<file path="config.mk">
export PLATFORM = sky130hd
export DESIGN_NAME = dual_wwd_supervisor
export DESIGN_NICKNAME = d
export VERILOG_FILES = /design/src/rtl/wwd_pkg.sv /design/src/rtl/wwd_window.sv /design/src/rtl/wwd_combine.sv /design/src/rtl/dual_wwd_supervisor.sv
export SDC_FILE = /design/constraint.sdc
export NUM_CORES = 1
export LEC_CHECK = 0
export BUFFER_PORTS_ARGS = -buffer_cell sky130_fd_sc_hd__buf_2
export CORE_UTILIZATION = 50
export DETAILED_ROUTE_END_ITERATION = 12
export GPL_TIMING_DRIVEN = 0
export PLACE_DENSITY = 0.7
export SYNTH_ARGS = -nofsm -noshare
export SYNTH_HDL_FRONTEND = slang
export SYNTH_HIERARCHICAL = 1
export SYNTH_SLANG_ARGS = --single-unit
</file>
<file path="constraint.sdc">
create_clock -name clk -period 1.7 [get_ports clk]
set_input_delay 0 -clock clk [delete_from_list [all_inputs] [get_ports clk]]
set_output_delay 0 -clock clk [all_outputs]
set_load 0.05 [all_outputs]
</file>
<file path="src/rtl/wwd_pkg.sv">
package wwd_pkg;

  // Life cycle of one window supervisor.
  typedef enum logic [1:0] {
    WD_ARMING = 2'd0,  // waiting for the first valid service pulse
    WD_RUN    = 2'd1,  // serviced inside the window at least once
    WD_TRIP   = 2'd2   // fault latched until reset
  } wd_state_e;

  localparam int SEC_PROC = 0;
  localparam int SEC_COMM = 1;
  localparam int N_SEC    = 2;

endpackage

</file>
<file path="src/rtl/wwd_window.sv">
module wwd_window
  import wwd_pkg::*;
#(
  parameter int OPEN = 4,
  parameter int TMO  = 10,
  localparam int CW  = $clog2(TMO + 1)
) (
  input  logic clk,
  input  logic rst_n,
  input  logic kick,
  output logic ok,
  output logic fault_evt
);

  wd_state_e     state_q;
  logic [CW-1:0] cnt_q;
  logic          early;
  logic          late;

  // Too soon: a pulse before the window opens.
  // Too late: the last permitted edge passes without a pulse.
  always_comb begin
    early     = kick && (cnt_q < CW'(OPEN));
    late      = !kick && (cnt_q == CW'(TMO - 1));
    fault_evt = (state_q != WD_TRIP) && (early || late);
  end

  always_ff @(posedge clk or negedge rst_n) begin
    if (!rst_n) begin
      state_q <= WD_ARMING;
      cnt_q   <= '0;
    end else begin
      case (state_q)
        WD_TRIP: begin
          state_q <= WD_TRIP;
          cnt_q   <= cnt_q;
        end
        default: begin
          if (fault_evt) begin
            state_q <= WD_TRIP;
          end else if (kick) begin
            state_q <= WD_RUN;
            cnt_q   <= '0;
          end else begin
            cnt_q <= cnt_q + CW'(1);
          end
        end
      endcase
    end
  end

  assign ok = (state_q == WD_RUN);

endmodule

</file>
<file path="src/rtl/wwd_combine.sv">
module wwd_combine #(
  parameter int N = 2
) (
  input  logic         clk,
  input  logic         rst_n,
  input  logic [N-1:0] fault_evt,
  input  logic [N-1:0] ok,
  output logic [N-1:0] cause,
  output logic         relay_en
);

  logic [N-1:0] cause_q;

  always_ff @(posedge clk or negedge rst_n) begin
    if (!rst_n) cause_q <= '0;
    else        cause_q <= cause_q | fault_evt;
  end

  assign cause    = cause_q;
  assign relay_en = (&ok) && !(|cause_q);

endmodule

</file>
<file path="src/rtl/dual_wwd_supervisor.sv">
module dual_wwd_supervisor
  import wwd_pkg::*;
#(
  parameter int PROC_OPEN  = 4,
  parameter int PROC_TMO   = 10,
  parameter int COMM_OPEN  = 6,
  parameter int COMM_TMO   = 14,
  parameter bit ALARM_MODE = 1'b1
) (
  input  logic       clk,
  input  logic       rst_n,
  input  logic       kick_proc,
  input  logic       kick_comm,
  input  logic       chain_in,
  output logic       relay_en,
  output logic       chain_out,
  output logic [1:0] cause,
  output logic       alarm
);

  logic [N_SEC-1:0] kick_v;
  logic [N_SEC-1:0] ok_v;
  logic [N_SEC-1:0] fault_v;

  assign kick_v[SEC_PROC] = kick_proc;
  assign kick_v[SEC_COMM] = kick_comm;

  for (genvar g = 0; g < N_SEC; g++) begin : g_sec
    localparam int OPEN_G = (g == SEC_PROC) ? PROC_OPEN : COMM_OPEN;
    localparam int TMO_G  = (g == SEC_PROC) ? PROC_TMO  : COMM_TMO;
    wwd_window #(.OPEN(OPEN_G), .TMO(TMO_G)) u_win (
      .clk      (clk),
      .rst_n    (rst_n),
      .kick     (kick_v[g]),
      .ok       (ok_v[g]),
      .fault_evt(fault_v[g])
    );
  end

  wwd_combine #(.N(N_SEC)) u_comb (
    .clk      (clk),
    .rst_n    (rst_n),
    .fault_evt(fault_v),
    .ok       (ok_v),
    .cause    (cause),
    .relay_en (relay_en)
  );

  assign chain_out = chain_in && relay_en;

  if (ALARM_MODE) begin : g_alarm
    assign alarm = |cause;
  end else begin : g_noalarm
    assign alarm = 1'b0;
  end

endmodule

</file>
==> implementation parameters, run 1 <==
Parameter                              Value

Routing
  First DRT Iteration DRCs ... 10
  Post-DR vias/cell ... between 5 and 6
  Routed vias ... between 600 and 700
  Number of iterations in the first detailed-routing pass ... 5
  Final WL ... 1520 um
  Remaining design rule violation count ... 0
  Antenna-violating nets left ... 0
  Average wire per standard cell ... between 10 and 15 um

Global route
  Pin count of the biggest net entering global routing ... 15
  Grt total ovfl ... 0
  Number of antenna violations at the first check in global routing ... 0
  Vias in the first global route ... approximately 600
  Wire length of the first global-routing pass ... between 2000 and 3000 um
  Overall routing resource usage ... approximately 20%

Power and ir drop
  Lkg Pwr ... 0.000427 uW
  Total Power Consumption ... ~1500 uW
  Gate power share ... about 45%
  Net Sw Power ... a little under 600 uW
  Max VDD drop ... 873 uV
  Switching part of the total ... 41.0%
  Proportion of power drawn by the clock network ... 13.0%
  Int Pwr ... 857 uW
  Power density over the cells ... ~1500 nW/um2
  Reg power frac ... a little over two fifths

Critical path
  Count of buffering cells on the critical path with inverters included ... 1
  Cell depth of the worst setup path ... 6
  Worst Reg2Reg Path Length in Cells ... 6
  Arrival time worst endpoint ... 1.74 ns
  Critical path launch point type ... register
  Endpoint class of the critical path ... register
  Gate family responsible for the most delay along the worst path ... simple AND/OR/NAND/NOR gates
  Worst-path fanout max ... 4
  Critical-path cell with the highest stage delay ... sky130_fd_sc_hd__dfrtp_1
  Cells traversed along the worst timing path ... inv_1 -> ha_1 -> and3b_4 -> o21a_1 -> and2_1 -> or2_1
  Critical path start-end classification ... register to register
  Largest stage delay on the critical path ... around 0.40 ns
  Critical path required time ... 1.88 ns

Cells and area
  Layout cell share with drive strength beyond 1 ... roughly 17%
  Antenna cells ... 0
  Net count reported at finish ... 110
  Utilization after layout ... just over 60%
  Signed area change from the synthesized netlist to the final layout ... 12.1%

Timing
  Crit share post-route ... around nine tenths
  Hold Vio Cnt, Final ... 0
  Number of setup violations in the final report ... 0
  Hold Slack ... ~0.13 ns
  Final setup TNS ... 0 ns
  Fmax achieved ... between 600 and 700 MHz
  Headroom to the max-slew limit ... between 70 and 80%
  Setup repair after global routing missed its margin ... false
  Worst Clk Skew ... roughly 0.0028 ns
  Number of pins with negative max-slew slack in the final report ... 0
  Slew at the pin with the worst max-slew slack ... between 0.3 and 0.4 ns
  Shortest clock period the worst path allows after layout ... around 1.6 ns

Job
  Total of max-cap violations ... 0

Clock network
  Clk pin slew, worst setup/hold paths ... about 0.080 ns
  TritonCTS clock tree ... done
  TritonCTS sink count ... 14
  Num CTS Buffers ... 3
  Post-CTS setup-driven buffer insertion count ... 0
  Buffer depth of the longest clock path ... 2
  Clock insertion delay at the later pin of the skew report ... 0.28 ns
  H-tree levels ... 1
  CTS Root Cell ... sky130_fd_sc_hd__clkbuf_4

Floorplanning
  Standard-cell rows ... 14
  Die area ... ~1900 um2
  Die Ht ... 43.2 um
  Die Width ... between 40 and 50 um
  Effective utilization at floorplan ... around 55%
  Placeable core region ... 1540 um2
  I/O pin count ... 10

Yosys
  Synth Net Count ... 95
  Cells taking the most area after synthesis ... sky130_fd_sc_hd__dfrtp_1, sky130_fd_sc_hd__ha_1, sky130_fd_sc_hd__nor2b_1, sky130_fd_sc_hd__nand2_1, sky130_fd_sc_hd__a21o_1
  Synthesized flop and latch total ... 14
  Mapped cell area ... approximately 850 um2
  Number of enable flip-flop cells after synthesis ... 0
  Average instance area after synthesis ... 9.88 um2
  Largest area contributor in the synthesized netlist ... sky130_fd_sc_hd__dfrtp_1
  Commonest cells in the netlist ... sky130_fd_sc_hd__dfrtp_1, sky130_fd_sc_hd__nand2_1, sky130_fd_sc_hd__nor2_1, sky130_fd_sc_hd__nor2b_1
  Sequential element share of the synthesized area ... roughly 41%
  Post-Synthesis Cells ... 86
  Area fraction of the dominant cell type after synthesis ... 41.2%
  Most repeated cell in the gate-level netlist after synthesis ... sky130_fd_sc_hd__dfrtp_1
  Synth unique cells ... 36
  Yosys Warn Count ... 6
  Predominant post-synthesis flop cell ... sky130_fd_sc_hd__dfrtp_1
  Async set or reset register ratio after synthesis ... between 90% and 100%

Status
  Run status ... finished, final reports clean

Placed design
  Final weighted congestion in routability-driven placement ... roughly 0.76
  PortBufs ... 8
  HPWL after DPL ... 1080 um

Hold path
  Class of the worst hold path ... primary input to asynchronous set/reset pin
## layer usage
metal | share of wire, % | wire length [um] | up-vias | track usage [%]
li1 | - | - | 342 | -
met1 | 52 | 788 | 308 | 26.4
met2 | 42 | 641 | 16 | 28.7
met3 | 4.5 | 69 | 2 | 5.11
met4 | 1.6 | 24 | 0 | 9.09
met5 | 0 | 0 | - | 0
## cell families (layout without fill, tap and decap cells)
kind of cell / count (synthesis) / after routing / synth area share [%]
adder cells (fa/ha/maj): 4 / 4 / 5.89
flip-flops: 14 / 14 / 41.2
buffers and inverters: 6 / 19 / 3.68
AO/OA/AOI/OAI: 22 / 22 / 21.1
AND/OR/NAND/NOR: 40 / 40 / 28.1
## layout by cell type (no fill, tap or decap), drive strengths merged, types with 2 or more instances in the layout
cell type / n
inv: 4
o21ai: 3
o211ai: 3
and3b: 2
nand2b: 3
a21o: 3
clkbuf: 3
dfrtp: 14
dlygate4sd3: 2
nor4b: 2
and2: 3
nor2: 6
a211o: 2
ha: 4
buf: 10
nand2: 7
or2: 3
a21oi: 2
nand3: 2
and3: 2
nor2b: 6
## per-stage QoR
stage          setup WS [ns]  std cells  cell area [um2]
2_1_floorplan         0.0853         86              850
3_3_place_gp           0.161        110              910
3_5_place_dp           0.154        110              910
4_1_cts                0.134        115              952
5_1_grt               0.0380        115              952
6_report               0.138        115              952
## repair_timing
item                      in CTS  in global routing
hold buffers                   2                  0
hold endpoints to repair      16                  0
gates resized for setup        0                  0
## sequential cells by signal, indices dropped and copies added (netlist names)
| register | count |
|---|---|
| u_comb/cause | 2 |
| g_sec.u_win/cnt_q | 8 |
| g_sec.u_win/state_q | 4 |
## layout make-up
| cell class | instances | area [um2] |
|---|---|---|
| fill | 136 | 589 |
| multi-input combinational | 66 | 468 |
| sequential | 14 | 350 |
| timing repair buffer | 10 | 60.1 |
| clock buffer | 3 | 22.5 |
| tap | 16 | 20.0 |
| buffer | 2 | 16.3 |
| inverter | 4 | 15.0 |
## power by group through the flow
stage / Clock (uW) / Combinational [uW] / Sequential (uW)
final: 189 / 650 / 614
after global routing: 212 / 749 / 639
after CTS: 196 / 653 / 611
after detailed placement: 0 / 646 / 617
after global placement: 0 / 628 / 613
after floorplan: 0 / 532 / 587
## final timing paths
| path | end | slack, ns | from |
|---|---|---|---|
| min in group clk | g_sec[0].u_win/cnt_q[2]$_DFFE_PN0P_ | 0.14 | kick_proc |
| min reg2reg | u_comb/cause[0]$_DFF_PN0_ | 0.51 | u_comb/cause[0]$_DFF_PN0_ |
| min | g_sec[1].u_win/state_q[1]$_DFFE_PN0P_ | 0.13 | rst_n |
| max | u_comb/cause[0]$_DFF_PN0_ | 0.14 | g_sec[0].u_win/cnt_q[1]$_DFFE_PN0P_ |
| max in group asynchronous | g_sec[1].u_win/cnt_q[1]$_DFFE_PN0P_ | 1.33 | rst_n |
| max reg2reg | u_comb/cause[0]$_DFF_PN0_ | 0.14 | g_sec[0].u_win/cnt_q[1]$_DFFE_PN0P_ |
No activity file was read; power rests on OpenSTA's default activity.
==> run 2, diff against run 1 <==
==> constraint.sdc (replaced) <==
create_clock -name clk -period 1.7 [get_ports clk]
set_input_delay 0.255 -clock clk [delete_from_list [all_inputs] [get_ports clk]]
set_output_delay 0.255 -clock clk [all_outputs]
set_load 0.05 [all_outputs]
==> run 2 against run 1 <==
Effect of this change:
- critical path depth is 2 lower
- non-clock buffer count stayed put
- utilization is 1.5 points higher
- largest power group unchanged
- die area stayed put
- first-iteration DRC count is 120% higher
- total power is 4.3% higher
- global-route usage is 0.67 points lower
- clock power is 26% higher
- clock skew is 0.0022 ns higher
- routed wire length is 0.26% higher
==> implementation parameters, run 2 (synthesized netlist as in run 1, its figures left out) <==
Parameter                              Value

Status
  Run status ... finished, final reports clean (unchanged)

Power and ir drop
  Max VDD drop ... 784 uV (was 873 uV)
  Lkg Pwr ... 0.000437 uW (was 0.000427 uW)
  Total Power Consumption ... 1520 uW (was 1450 uW)
  Power density over the cells ... 1550 nW/um2 (was 1530 nW/um2)

Cells and area
  Largest register FFs ... 8 (unchanged)
  Most common cell after layout, fill and taps aside ... sky130_fd_sc_hd__dfrtp_1 (unchanged)
  Layout cell share with drive strength beyond 1 ... 20.0% (was 17.2%)
  Count of placed standard cells in the final layout, fillers left out ... 116 (was 115)
  Signed area change from the synthesized netlist to the final layout ... 14.7% (was 12.1%)
  Antenna cells ... 0 (unchanged)
  Most flops, register ... g_sec.u_win/cnt_q (unchanged)
  Net count reported at finish ... 110 (unchanged)
  Top library cells by usage in the layout, fill and taps aside ... sky130_fd_sc_hd__dfrtp_1, sky130_fd_sc_hd__buf_2, sky130_fd_sc_hd__nand2_1, sky130_fd_sc_hd__nor2b_1, sky130_fd_sc_hd__nor2_1 (unchanged)

Critical path
  Endpoint class of the critical path ... output port (was register)
  Critical-path cell with the highest stage delay ... sky130_fd_sc_hd__dfrtp_1 (unchanged)
  Critical path required time ... 1.44 ns (was 1.88 ns)
  Critical path launch point type ... register (unchanged)
  Cells traversed along the worst timing path ... nor2b_1 -> and4bb_4 -> and2_2 -> buf_6 (was inv_1 -> ha_1 -> and3b_4 -> o21a_1 -> and2_1 -> or2_1)
  Arrival time worst endpoint ... 1.37 ns (was 1.74 ns)
  Critical path start-end classification ... register to output port (was register to register)
  Worst-path fanout max ... 5 (was 4)
  Largest stage delay on the critical path ... 0.43 ns (was 0.40 ns)

Global route
  Overall routing resource usage ... 18.8% (was 19.5%)
  Pin count of the biggest net entering global routing ... 15 (unchanged)
  Wire length of the first global-routing pass ... 2670 um (was 2640 um)
  Grt total ovfl ... 0 (unchanged)
  Number of antenna violations at the first check in global routing ... 0 (unchanged)
  Vias in the first global route ... 633 (was 601)

Floorplanning
  Effective utilization at floorplan ... 55.1% (unchanged)
  I/O pin count ... 10 (unchanged)
  Die area ... 1870 um2 (unchanged)
  Die Ht ... 43.2 um (unchanged)
  Placeable core region ... 1540 um2 (unchanged)
  Die Width ... 43.2 um (unchanged)
  Standard-cell rows ... 14 (unchanged)

Hold path
  Class of the worst hold path ... primary input to register (was primary input to asynchronous set/reset pin)

Timing
  Slew at the pin with the worst max-slew slack ... 0.370 ns (was 0.336 ns)
  Number of pins with negative max-slew slack in the final report ... 0 (unchanged)
  Fmax achieved ... 616 MHz (was 640 MHz)
  Worst Clk Skew ... 0.00494 ns (was 0.00277 ns)
  Hold Vio Cnt, Final ... 0 (unchanged)
  Setup repair after global routing missed its margin ... false (unchanged)
  Shortest clock period the worst path allows after layout ... 1.62 ns (was 1.56 ns)
  Headroom to the max-slew limit ... 75.3% (was 77.6%)
  Final setup TNS ... 0 ns (unchanged)
  Number of setup violations in the final report ... 0 (unchanged)
  Crit share post-route ... 95.4% (was 91.9%)

Job
  Total of max-cap violations ... 0 (unchanged)

Routing
  Number of iterations in the first detailed-routing pass ... 4 (was 5)
  Average wire per standard cell ... 13.2 um (about the same)
  Routed vias ... 672 (was 668)
  Final WL ... 1530 um (was 1520 um)
  Remaining design rule violation count ... 0 (unchanged)
  Post-DR vias/cell ... 5.79 (was 5.81)
  Antenna-violating nets left ... 0 (unchanged)
  First DRT Iteration DRCs ... 22 (was 10)

Clock network
  TritonCTS clock tree ... done (unchanged)
  Clock insertion delay at the later pin of the skew report ... 0.27 ns (was 0.28 ns)
  Buffer depth of the longest clock path ... 2 (unchanged)
  Num CTS Buffers ... 3 (unchanged)
  Clk pin slew, worst setup/hold paths ... 0.08 ns (about the same)
  TritonCTS sink count ... 14 (unchanged)
  H-tree levels ... 1 (unchanged)
  CTS Root Cell ... sky130_fd_sc_hd__clkbuf_4 (unchanged)

Placed design
  PortBufs ... 8 (unchanged)
  Placed Cells ... 110 (unchanged)
  Final weighted congestion in routability-driven placement ... 0.766 (was 0.762)
  HPWL after DPL ... 1070 um (was 1080 um)
-- run 2: routing by layer --
layer	vias to the layer above	global-route usage, %	part of all wire, %
li1	340	-	-
met2	16	30.1	45
met3	0	3.83	5.0
met1	316	25.4	50
met5	-	0	0
met4	0	5.45	0
-- run 2: through the flow --
step	instance area, um2	util, %	hold slack [ns]	setup WS, ns
floorplan	855	-	-0.0406	0.0102
global placement	915	59.3	0.164	0.163
detailed placement	915	59.3	0.169	0.147
CTS	963	62.5	0.211	0.0402
global route	975	63.2	0.223	0.000327
finish	975	63.2	0.215	0.0779
-- run 2: area by class of cell --
| cell class | instances | area, um2 |
|---|---|---|
| Buffer | 2 | 16.3 |
| Sequential cell | 14 | 350 |
| Clock buffer | 4 | 36.3 |
| Fill cell | 124 | 567 |
| Timing Repair Buffer | 10 | 63.8 |
| Inverter | 4 | 15.0 |
| Tap cell | 16 | 20.0 |
| Multi-Input combinational cell | 66 | 473 |
-- run 2: timing repair --
item | CTS | global route
gates resized for setup | 1 | 1
endpoints found under the setup margin | 1 | 1
setup buffers | 0 | 1
hold endpoints to repair | 14 | 0
hold buffers | 1 | 0
-- run 2: critical path, delay by kind of cell, from the launching register on --
kind	cells	cell delay [ns]
simple gates	3	0.52
flops	1	0.43
buf+inv	1	0.15
-- run 2: worst paths after layout --
kind / start / endpoint / slack [ns] / depth (start not counted)
hold reg to reg: u_comb/cause[1]$_DFF_PN0_ / u_comb/cause[1]$_DFF_PN0_ / 0.51 / 1
min in group asynchronous: rst_n / u_comb/cause[1]$_DFF_PN0_ / 0.39 / 2
setup reg to reg: g_sec[0].u_win/cnt_q[1]$_DFFE_PN0P_ / u_comb/cause[0]$_DFF_PN0_ / 0.14 / 6
max in group asynchronous: rst_n / g_sec[1].u_win/cnt_q[1]$_DFFE_PN0P_ / 1.07 / 2
hold / removal: kick_comm / g_sec[1].u_win/cnt_q[3]$_DFFE_PN0P_ / 0.22 / 2
setup / recovery: g_sec[1].u_win/state_q[1]$_DFFE_PN0P_ / chain_out / 0.08 / 4
-- run 2: power breakdown --
| group | internal (uW) | switching [uW] |
|---|---|---|
| sequential | 459 | 152 |
| combinational | 326 | 341 |
| clock | 130 | 108 |
